$ cat config.mk
export PLATFORM = sky130hd
export DESIGN_NAME = mpu_serial
export DESIGN_NICKNAME = d
export VERILOG_FILES = /design/src/rtl/mpu_pkg.sv /design/src/rtl/mpu_addr_match.sv /design/src/rtl/mpu_tx.sv /design/src/rtl/mpu_rx.sv /design/src/rtl/mpu_serial.sv
export SDC_FILE = /design/constraint.sdc
export NUM_CORES = 1
export LEC_CHECK = 0
export ABC_AREA = 0
export BUFFER_PORTS_ARGS = -buffer_cell sky130_fd_sc_hd__buf_2
export CAP_MARGIN = 20
export CORE_UTILIZATION = 34
export CTS_CLUSTER_DIAMETER = 100
export DETAILED_ROUTE_END_ITERATION = 16
export GPL_ROUTABILITY_DRIVEN = 0
export PLACE_DENSITY = 0.59
export SYNTH_ARGS = -nofsm -noshare
export SYNTH_HDL_FRONTEND = slang
export SYNTH_SLANG_ARGS = --single-unit
$ cat constraint.sdc
create_clock -name clk -period 6.3 [get_ports clk]
set_input_delay 0.945 -clock clk [delete_from_list [all_inputs] [get_ports clk]]
set_output_delay 0.945 -clock clk [all_outputs]
set_load 0.02 [all_outputs]
$ cat src/rtl/mpu_pkg.sv
package mpu_pkg;
    typedef enum logic [2:0] {
        ST_IDLE  = 3'd0,
        ST_START = 3'd1,
        ST_DATA  = 3'd2,
        ST_NINTH = 3'd3,
        ST_STOP  = 3'd4
    } frame_st_t;
endpackage

$ cat src/rtl/mpu_addr_match.sv
module mpu_addr_match #(
    parameter int DATA_W = 8
) (
    input  logic [DATA_W-1:0] byte_i,
    input  logic [DATA_W-1:0] addr_i,
    input  logic [DATA_W-1:0] mask_i,
    output logic              hit_o
);
    logic [DATA_W-1:0] bcast;
    logic              own_hit, bcast_hit;

    always_comb begin
        bcast     = addr_i | mask_i;
        own_hit   = ((byte_i ^ addr_i) & mask_i) == '0;
        bcast_hit = (byte_i & bcast) == bcast;
        hit_o     = own_hit | bcast_hit;
    end
endmodule

$ cat src/rtl/mpu_tx.sv
module mpu_tx
    import mpu_pkg::*;
#(
    parameter int DATA_W     = 8,
    parameter int OVERSAMPLE = 16
) (
    input  logic              clk,
    input  logic              rst_n,
    input  logic              baud_tick,
    input  logic              nine_bit,
    input  logic              start_i,
    input  logic [DATA_W-1:0] data_i,
    input  logic              ninth_i,
    input  logic              done_clr_i,
    output logic              txd_o,
    output logic              done_o
);
    localparam int CNT_W = $clog2(OVERSAMPLE);
    localparam int IDX_W = (DATA_W > 1) ? $clog2(DATA_W) : 1;
    localparam logic [CNT_W-1:0] CNT_LAST = CNT_W'(OVERSAMPLE - 1);
    localparam logic [IDX_W-1:0] IDX_LAST = IDX_W'(DATA_W - 1);

    frame_st_t         st_q, st_d;
    logic [CNT_W-1:0]  cnt_q;
    logic [IDX_W-1:0]  idx_q;
    logic [DATA_W-1:0] shift_q;
    logic              ninth_q, done_q, bit_end;

    assign bit_end = baud_tick && (cnt_q == CNT_LAST);

    always_comb begin
        st_d = st_q;
        unique case (st_q)
            ST_IDLE:  if (start_i) st_d = ST_START;
            ST_START: if (bit_end) st_d = ST_DATA;
            ST_DATA:  if (bit_end && idx_q == IDX_LAST) st_d = nine_bit ? ST_NINTH : ST_STOP;
            ST_NINTH: if (bit_end) st_d = ST_STOP;
            ST_STOP:  if (bit_end) st_d = ST_IDLE;
            default:  st_d = ST_IDLE;
        endcase
    end

    always_ff @(posedge clk or negedge rst_n) begin
        if (!rst_n) st_q <= ST_IDLE;
        else        st_q <= st_d;
    end

    always_ff @(posedge clk or negedge rst_n) begin
        if (!rst_n) begin
            cnt_q   <= '0;
            idx_q   <= '0;
            shift_q <= '0;
            ninth_q <= 1'b0;
            done_q  <= 1'b0;
        end else begin
            if (st_q == ST_IDLE && start_i) begin
                cnt_q   <= '0;
                idx_q   <= '0;
                shift_q <= data_i;
                ninth_q <= ninth_i;
            end else if (st_q != ST_IDLE && baud_tick) begin
                cnt_q <= bit_end ? '0 : cnt_q + 1'b1;
                if (st_q == ST_DATA && bit_end) begin
                    shift_q <= shift_q >> 1;
                    idx_q   <= idx_q + 1'b1;
                end
            end
            if (st_q == ST_STOP && bit_end) done_q <= 1'b1;
            else if (done_clr_i)            done_q <= 1'b0;
        end
    end

    always_comb begin
        unique case (st_q)
            ST_START: txd_o = 1'b0;
            ST_DATA:  txd_o = shift_q[0];
            ST_NINTH: txd_o = ninth_q;
            default:  txd_o = 1'b1;
        endcase
        done_o = done_q;
    end

    assert_done_after_stop_R1: assert property (@(posedge clk) disable iff (!rst_n)
        $rose(done_q) |-> $past(st_q == ST_STOP));
    assert_busy_start_ignored_R11: assert property (@(posedge clk) disable iff (!rst_n)
        (st_q != ST_IDLE && start_i) |=> $stable(ninth_q));
    assert_idle_line_high_R12: assert property (@(posedge clk) disable iff (!rst_n)
        (st_q == ST_IDLE) |-> txd_o);
endmodule

$ cat src/rtl/mpu_rx.sv
module mpu_rx
    import mpu_pkg::*;
#(
    parameter int DATA_W     = 8,
    parameter int OVERSAMPLE = 16
) (
    input  logic              clk,
    input  logic              rst_n,
    input  logic              baud_tick,
    input  logic              nine_bit,
    input  logic              rxd_i,
    output logic              end_o,
    output logic [DATA_W-1:0] byte_o,
    output logic              ninth_o,
    output logic              stop_o
);
    localparam int CNT_W = $clog2(OVERSAMPLE);
    localparam int IDX_W = (DATA_W > 1) ? $clog2(DATA_W) : 1;
    localparam logic [CNT_W-1:0] CNT_LAST = CNT_W'(OVERSAMPLE - 1);
    localparam logic [IDX_W-1:0] IDX_LAST = IDX_W'(DATA_W - 1);
    localparam logic [CNT_W-1:0] SMP_A    = CNT_W'(OVERSAMPLE / 2 - 1);
    localparam logic [CNT_W-1:0] SMP_B    = CNT_W'(OVERSAMPLE / 2);
    localparam logic [CNT_W-1:0] SMP_C    = CNT_W'(OVERSAMPLE / 2 + 1);

    frame_st_t         st_q, st_d;
    logic              rx_s1, rx_s2;
    logic [1:0]        smp_q;
    logic [CNT_W-1:0]  cnt_q;
    logic [IDX_W-1:0]  idx_q;
    logic [DATA_W-1:0] shift_q;
    logic              ninth_q, stop_q, end_q;
    logic              bit_end, decide, bit_val, detect;

    always_comb begin
        bit_end = baud_tick && (cnt_q == CNT_LAST);
        decide  = baud_tick && (cnt_q == SMP_C);
        bit_val = (smp_q[0] & smp_q[1]) | (smp_q[0] & rx_s2) | (smp_q[1] & rx_s2);
        detect  = baud_tick && !rx_s2;
    end

    always_comb begin
        st_d = st_q;
        unique case (st_q)
            ST_IDLE:  if (detect) st_d = ST_START;
            ST_START: if (decide && bit_val) st_d = ST_IDLE;
                      else if (bit_end) st_d = ST_DATA;
            ST_DATA:  if (bit_end && idx_q == IDX_LAST) st_d = nine_bit ? ST_NINTH : ST_STOP;
            ST_NINTH: if (bit_end) st_d = ST_STOP;
            ST_STOP:  if (decide) st_d = ST_IDLE;
            default:  st_d = ST_IDLE;
        endcase
    end

    always_ff @(posedge clk or negedge rst_n) begin
        if (!rst_n) st_q <= ST_IDLE;
        else        st_q <= st_d;
    end

    always_ff @(posedge clk or negedge rst_n) begin
        if (!rst_n) begin
            rx_s1   <= 1'b1;
            rx_s2   <= 1'b1;
            smp_q   <= 2'b11;
            cnt_q   <= '0;
            idx_q   <= '0;
            shift_q <= '0;
            ninth_q <= 1'b0;
            stop_q  <= 1'b1;
            end_q   <= 1'b0;
        end else begin
            rx_s1 <= rxd_i;
            rx_s2 <= rx_s1;
            end_q <= 1'b0;
            if (st_q == ST_IDLE) begin
                if (detect) begin
                    cnt_q <= CNT_W'(1);
                    idx_q <= '0;
                end
            end else if (baud_tick) begin
                cnt_q <= bit_end ? '0 : cnt_q + 1'b1;
                if (cnt_q == SMP_A) smp_q[0] <= rx_s2;
                if (cnt_q == SMP_B) smp_q[1] <= rx_s2;
                if (decide) begin
                    unique case (st_q)
                        ST_DATA:  shift_q <= {bit_val, shift_q[DATA_W-1:1]};
                        ST_NINTH: ninth_q <= bit_val;
                        ST_STOP: begin
                            stop_q <= bit_val;
                            end_q  <= 1'b1;
                        end
                        default: ;
                    endcase
                end
                if (st_q == ST_DATA && bit_end) idx_q <= idx_q + 1'b1;
            end
        end
    end

    always_comb begin
        end_o   = end_q;
        byte_o  = shift_q;
        ninth_o = ninth_q;
        stop_o  = stop_q;
    end

    assert_end_returns_idle_R3: assert property (@(posedge clk) disable iff (!rst_n)
        end_q |-> (st_q == ST_IDLE));
    assert_end_single_pulse_R3: assert property (@(posedge clk) disable iff (!rst_n)
        end_q |=> !end_q);
endmodule

$ cat src/rtl/mpu_serial.sv
module mpu_serial #(
    parameter int DATA_W     = 8,
    parameter int OVERSAMPLE = 16
) (
    input  logic              clk,
    input  logic              rst_n,
    input  logic              baud_tick,
    input  logic              nine_bit_mode,
    input  logic              addr_recog_en,
    input  logic              fe_sel,
    input  logic [DATA_W-1:0] own_addr,
    input  logic [DATA_W-1:0] addr_mask,
    input  logic [DATA_W-1:0] tx_data,
    input  logic              tx_ninth,
    input  logic              tx_start,
    input  logic              tx_done_clr,
    output logic              txd,
    input  logic              rxd,
    output logic [DATA_W-1:0] rx_data,
    output logic              rx_ninth,
    output logic              rx_valid,
    output logic              rx_done,
    input  logic              rx_done_clr,
    input  logic              fe_clr,
    output logic              tx_done,
    output logic              mode_bit
);
    logic              f_end, f_ninth, f_stop, hit, accept;
    logic [DATA_W-1:0] f_byte;
    logic              fe_q, done_q, valid_q, ninth_q;
    logic [DATA_W-1:0] data_q;

    mpu_tx #(.DATA_W(DATA_W), .OVERSAMPLE(OVERSAMPLE)) u_tx (
        .clk(clk), .rst_n(rst_n), .baud_tick(baud_tick), .nine_bit(nine_bit_mode),
        .start_i(tx_start), .data_i(tx_data), .ninth_i(tx_ninth), .done_clr_i(tx_done_clr),
        .txd_o(txd), .done_o(tx_done));

    mpu_rx #(.DATA_W(DATA_W), .OVERSAMPLE(OVERSAMPLE)) u_rx (
        .clk(clk), .rst_n(rst_n), .baud_tick(baud_tick), .nine_bit(nine_bit_mode),
        .rxd_i(rxd), .end_o(f_end), .byte_o(f_byte), .ninth_o(f_ninth), .stop_o(f_stop));

    mpu_addr_match #(.DATA_W(DATA_W)) u_match (
        .byte_i(f_byte), .addr_i(own_addr), .mask_i(addr_mask), .hit_o(hit));

    always_comb begin
        if (!addr_recog_en)     accept = 1'b1;
        else if (nine_bit_mode) accept = f_ninth && hit;
        else                    accept = f_stop;
    end

    always_ff @(posedge clk or negedge rst_n) begin
        if (!rst_n) begin
            fe_q    <= 1'b0;
            done_q  <= 1'b0;
            valid_q <= 1'b0;
            ninth_q <= 1'b0;
            data_q  <= '0;
        end else begin
            valid_q <= 1'b0;
            if (f_end && !f_stop) fe_q <= 1'b1;
            else if (fe_clr)      fe_q <= 1'b0;
            if (f_end && accept) begin
                data_q  <= f_byte;
                ninth_q <= nine_bit_mode ? f_ninth : f_stop;
                valid_q <= 1'b1;
                done_q  <= 1'b1;
            end else if (rx_done_clr) begin
                done_q <= 1'b0;
            end
        end
    end

    always_comb begin
        rx_data  = data_q;
        rx_ninth = ninth_q;
        rx_valid = valid_q;
        rx_done  = done_q;
        mode_bit = fe_sel ? fe_q : nine_bit_mode;
    end

    assert_valid_sets_done_R3: assert property (@(posedge clk) disable iff (!rst_n)
        rx_valid |-> rx_done);
    assert_addr_needs_ninth_R6: assert property (@(posedge clk) disable iff (!rst_n)
        (rx_valid && nine_bit_mode && addr_recog_en) |-> rx_ninth);
    assert_stop_gate_R9: assert property (@(posedge clk) disable iff (!rst_n)
        (rx_valid && !nine_bit_mode && addr_recog_en) |-> rx_ninth);
    assert_fe_sticky_R10: assert property (@(posedge clk) disable iff (!rst_n)
        (fe_q && !fe_clr) |=> fe_q);
    assert_done_sticky_R11: assert property (@(posedge clk) disable iff (!rst_n)
        (rx_done && !rx_done_clr) |=> rx_done);
endmodule

==> flow_metrics.py <==
metrics = {
    "clock_tree": {
        "clkTransAtPathRegs_ns": 0.06,
        "cts_max_path_buffers": 2,
        "ctsHtreeMaxLevel": 3,
        "ctsHoldBuffers": 0,
        "cts.root.buffer_cell": "clkbuf_8",
        "cts_tree": "done",
        "clock_sinks": 57,
        "cts_setup_buffers": 0,
        "worstSkewPairLatency_ns": 0.33,
        "cts_buffers": 9,
        "cts_resized": 0,
    },
    "setup_path": {
        "path_buf_inv": 1,
        "path_delay_family": "simple AND/OR/NAND/NOR gates",
        "cp_slowest_cell": "nor2_1",
        "startpoint_type": "primary input",
        "cp.required_ns": 6.51,
        "endpoint_kind": "flip-flop",
        "worstPathMaxFanout": 11,
        "cp.arrival_ns": 2.75,
        "crit_chain": "buf_2 > and4_1 > nand3b_1 > nor2_1 > mux2i_1 > o21ai_1",
        "path_class": "primary input to flip-flop",
        "cp_slowest_stage_delay_ns": 0.80,
        "reg2reg_slack_ns": 3.95,
    },
    "timing": {
        "max_freq_mhz": 394,
        "grt_setup_unrepaired": "no",
        "setup_viol": 0,
        "skew_ns": 0.00706,
        "relSlewSlack_pct": 30.6,
        "period_share_pct": 40.3,
        "min_period_ns": 2.54,
        "worst_pin_slew_ns": 1.04,
        "hold_viol_final": 0,
        "tns_ns": 0,
        "final-max-slew-violation-count": 0,
    },
    "drt": {
        "post_drt_wl_per_cell_um": 14.1,
        "vias": 2431,
        "ant_nets": 0,
        "drt_iter0_markers": 86,
        "drt-vias-per-instance": 5.21,
        "firstDrtPassIters": 4,
        "route.detailed.drc": 0,
        "wl_um": 6560,
    },
    "grt": {
        "antenna_found_initial": 0,
        "grt_max_degree": 58,
        "grt_pass1_vias": 2341,
        "grt_util_all_layers_pct": 14.9,
        "grt_pass1_wl_um": 11300,
        "gr-total-overflow": 0,
    },
    "layout": {
        "nNetsFinal": 398,
        "fin_util_pct": 41.0,
        "area_growth_pct": 17.0,
        "drive_above_1_share_pct": 23.1,
        "final_common_cell": "dfrtp_1",
        "final_cell_area_sq_mm": 0.00356,
        "final_cell_mix": "dfrtp_1 (52), buf_2 (49), inv_1 (27)",
        "antennaDiodeCount": 0,
        "fill_cells": 881,
    },
    "logic_synthesis": {
        "syn_nets": 347,
        "synthArstFlopShare_pct": 100,
        "synth.avg_cell_area_sq_um": 10.0,
        "yosys_warnings": 0,
        "synth.distinct_cells": 53,
        "synth-seq-cells": 57,
        "syn-cell-area_sq_mm": 0.00304,
        "yosysSeqAreaShare_pct": 47.1,
        "synth-main-ff-cell": "dfrtp_1",
        "synthCells": 303,
        "synth_edf_count": 0,
    },
    "placement": {
        "port_buffers": 49,
        "dp_hpwl_um": 4530,
        "dpl-instance-area_sq_mm": 0.00339,
    },
    "floorplanning": {
        "core_sq_mm": 0.00868,
        "io_pins": 50,
        "start_util_pct": 35.1,
        "dieArea_sq_mm": 0.00934,
        "num_rows": 34,
        "die_x_um": 96.6,
        "die_y_um": 96.6,
    },
    "power": {
        "power.leakage_nw": 1.68,
        "power_density_mw_per_mm2": 284,
        "max-vdd-ir-drop_mv": 0.126,
    },
    "flow_run": {
        "cap_violations": 0,
    },
    "run_status": {
        "status": "finished, final reports clean",
    },
    "min_path": {
        "min_path_type": "flip-flop to flip-flop",
    },
}
sequential cells by signal, indices dropped and copies added (netlist names), 2 cells and up:
register and cells:
rx_data 8, u_rx.byte_o 8, u_rx.cnt_q 4, u_rx.idx_q 3, u_rx.smp_q 2, u_rx.st_q 3
u_tx.cnt_q 4, u_tx.idx_q 3, u_tx.shift_q 8, u_tx.st_q 3
metal layers:
metal	up-vias	wire, um	global-route usage (%)
met1	1148	3140	19.7
met2	71	3020	23.6
met5	-	0	0
met4	0	77	5.28
met3	8	320	3.90
li1	1204	-	-
cells in the mapped netlist, drive strengths merged, types with 3 or more instances:
master  instances  area, sq um
a21oi          16         80.1
a22o           11         96.3
a22oi           4         30.0
and3            3         18.8
buf             7         43.8
clkbuf          4         15.0
dfrtp          52         1300
dfstp           5          131
ha              8          100
inv            27          101
mux2           10          113
mux2i          17          170
nand2          23         86.3
nand2b          4         25.0
nand3b          3         22.5
nand4           4         25.0
nor2           24         90.1
nor2b           5         31.3
o21ai          20          108
o221ai          9         78.8
o22ai           5         31.3
xor2            8         70.1
area by class of cell:
| class | instances | area (sq um) | share of cell area, % |
|---|---|---|---|
| Inverter | 27 | 101 | 2.85 |
| Multi-Input combinational cell | 208 | 1460 | 40.9 |
| Clock buffer | 13 | 159 | 4.46 |
| Tap cell | 108 | 135 | 3.79 |
| Clock inverter | 3 | 15.0 | 0.422 |
| Timing Repair Buffer | 51 | 260 | 7.31 |
| Sequential cell | 57 | 1430 | 40.2 |
worst reg2reg max path: cells and delay by family (launching register included):
kind / cells / cell delay [ns]
AOI/OAI and AO/OA: 1 / 0.08
and+or+nand+nor: 3 / 1.26
DFF: 1 / 0.40
muxes: 1 / 0.29
adders and majority gates: 1 / 0.21
kinds of logic after synthesis:
family,Yosys count,share of synthesized area (%)
AOI/OAI and AO/OA,83,19.0
xor gates and xnor gates,9,2.59
adders and majority gates,9,3.62
buffers and inverters,38,5.26
DFF,57,47.1
muxes,27,9.29
and+or+nand+nor,80,13.2
path summary, 6_finish.rpt:
kind	start	end	cells past startpoint
setup / recovery	baud_tick	u_tx.shift_q[3]	6
hold / removal	u_rx.rx_s1	u_rx.rx_s2	0
setup reg to reg	u_tx.cnt_q[0]	u_tx.shift_q[3]	6
hold reg to reg	u_rx.rx_s1	u_rx.rx_s2	0
max in group asynchronous	rst_n	u_tx.shift_q[5]	2
min in group asynchronous	rst_n	fe_q	2
metrics by stage:
step	total power [mW]	hold slack, ns	cells	worst slack [ns]
2_1_floorplan	0.645	0.345	303	3.93
3_3_place_gp	0.704	0.345	451	3.48
3_5_place_dp	0.710	0.350	451	3.42
4_1_cts	1.02	0.363	467	3.79
5_1_grt	1.08	0.369	467	3.59
6_report	1.01	0.361	467	3.76
power breakdown:
group | total, mW | leakage (nW) | switching [mW] | internal [mW]
registers | 0.494 | 0.665 | 0.0703 | 0.423
logic | 0.211 | 0.920 | 0.110 | 0.101
clock network | 0.305 | 0.0932 | 0.142 | 0.163
total | 1.01 | 1.68 | 0.323 | 0.687
No activity file was read; power rests on OpenSTA's default activity.
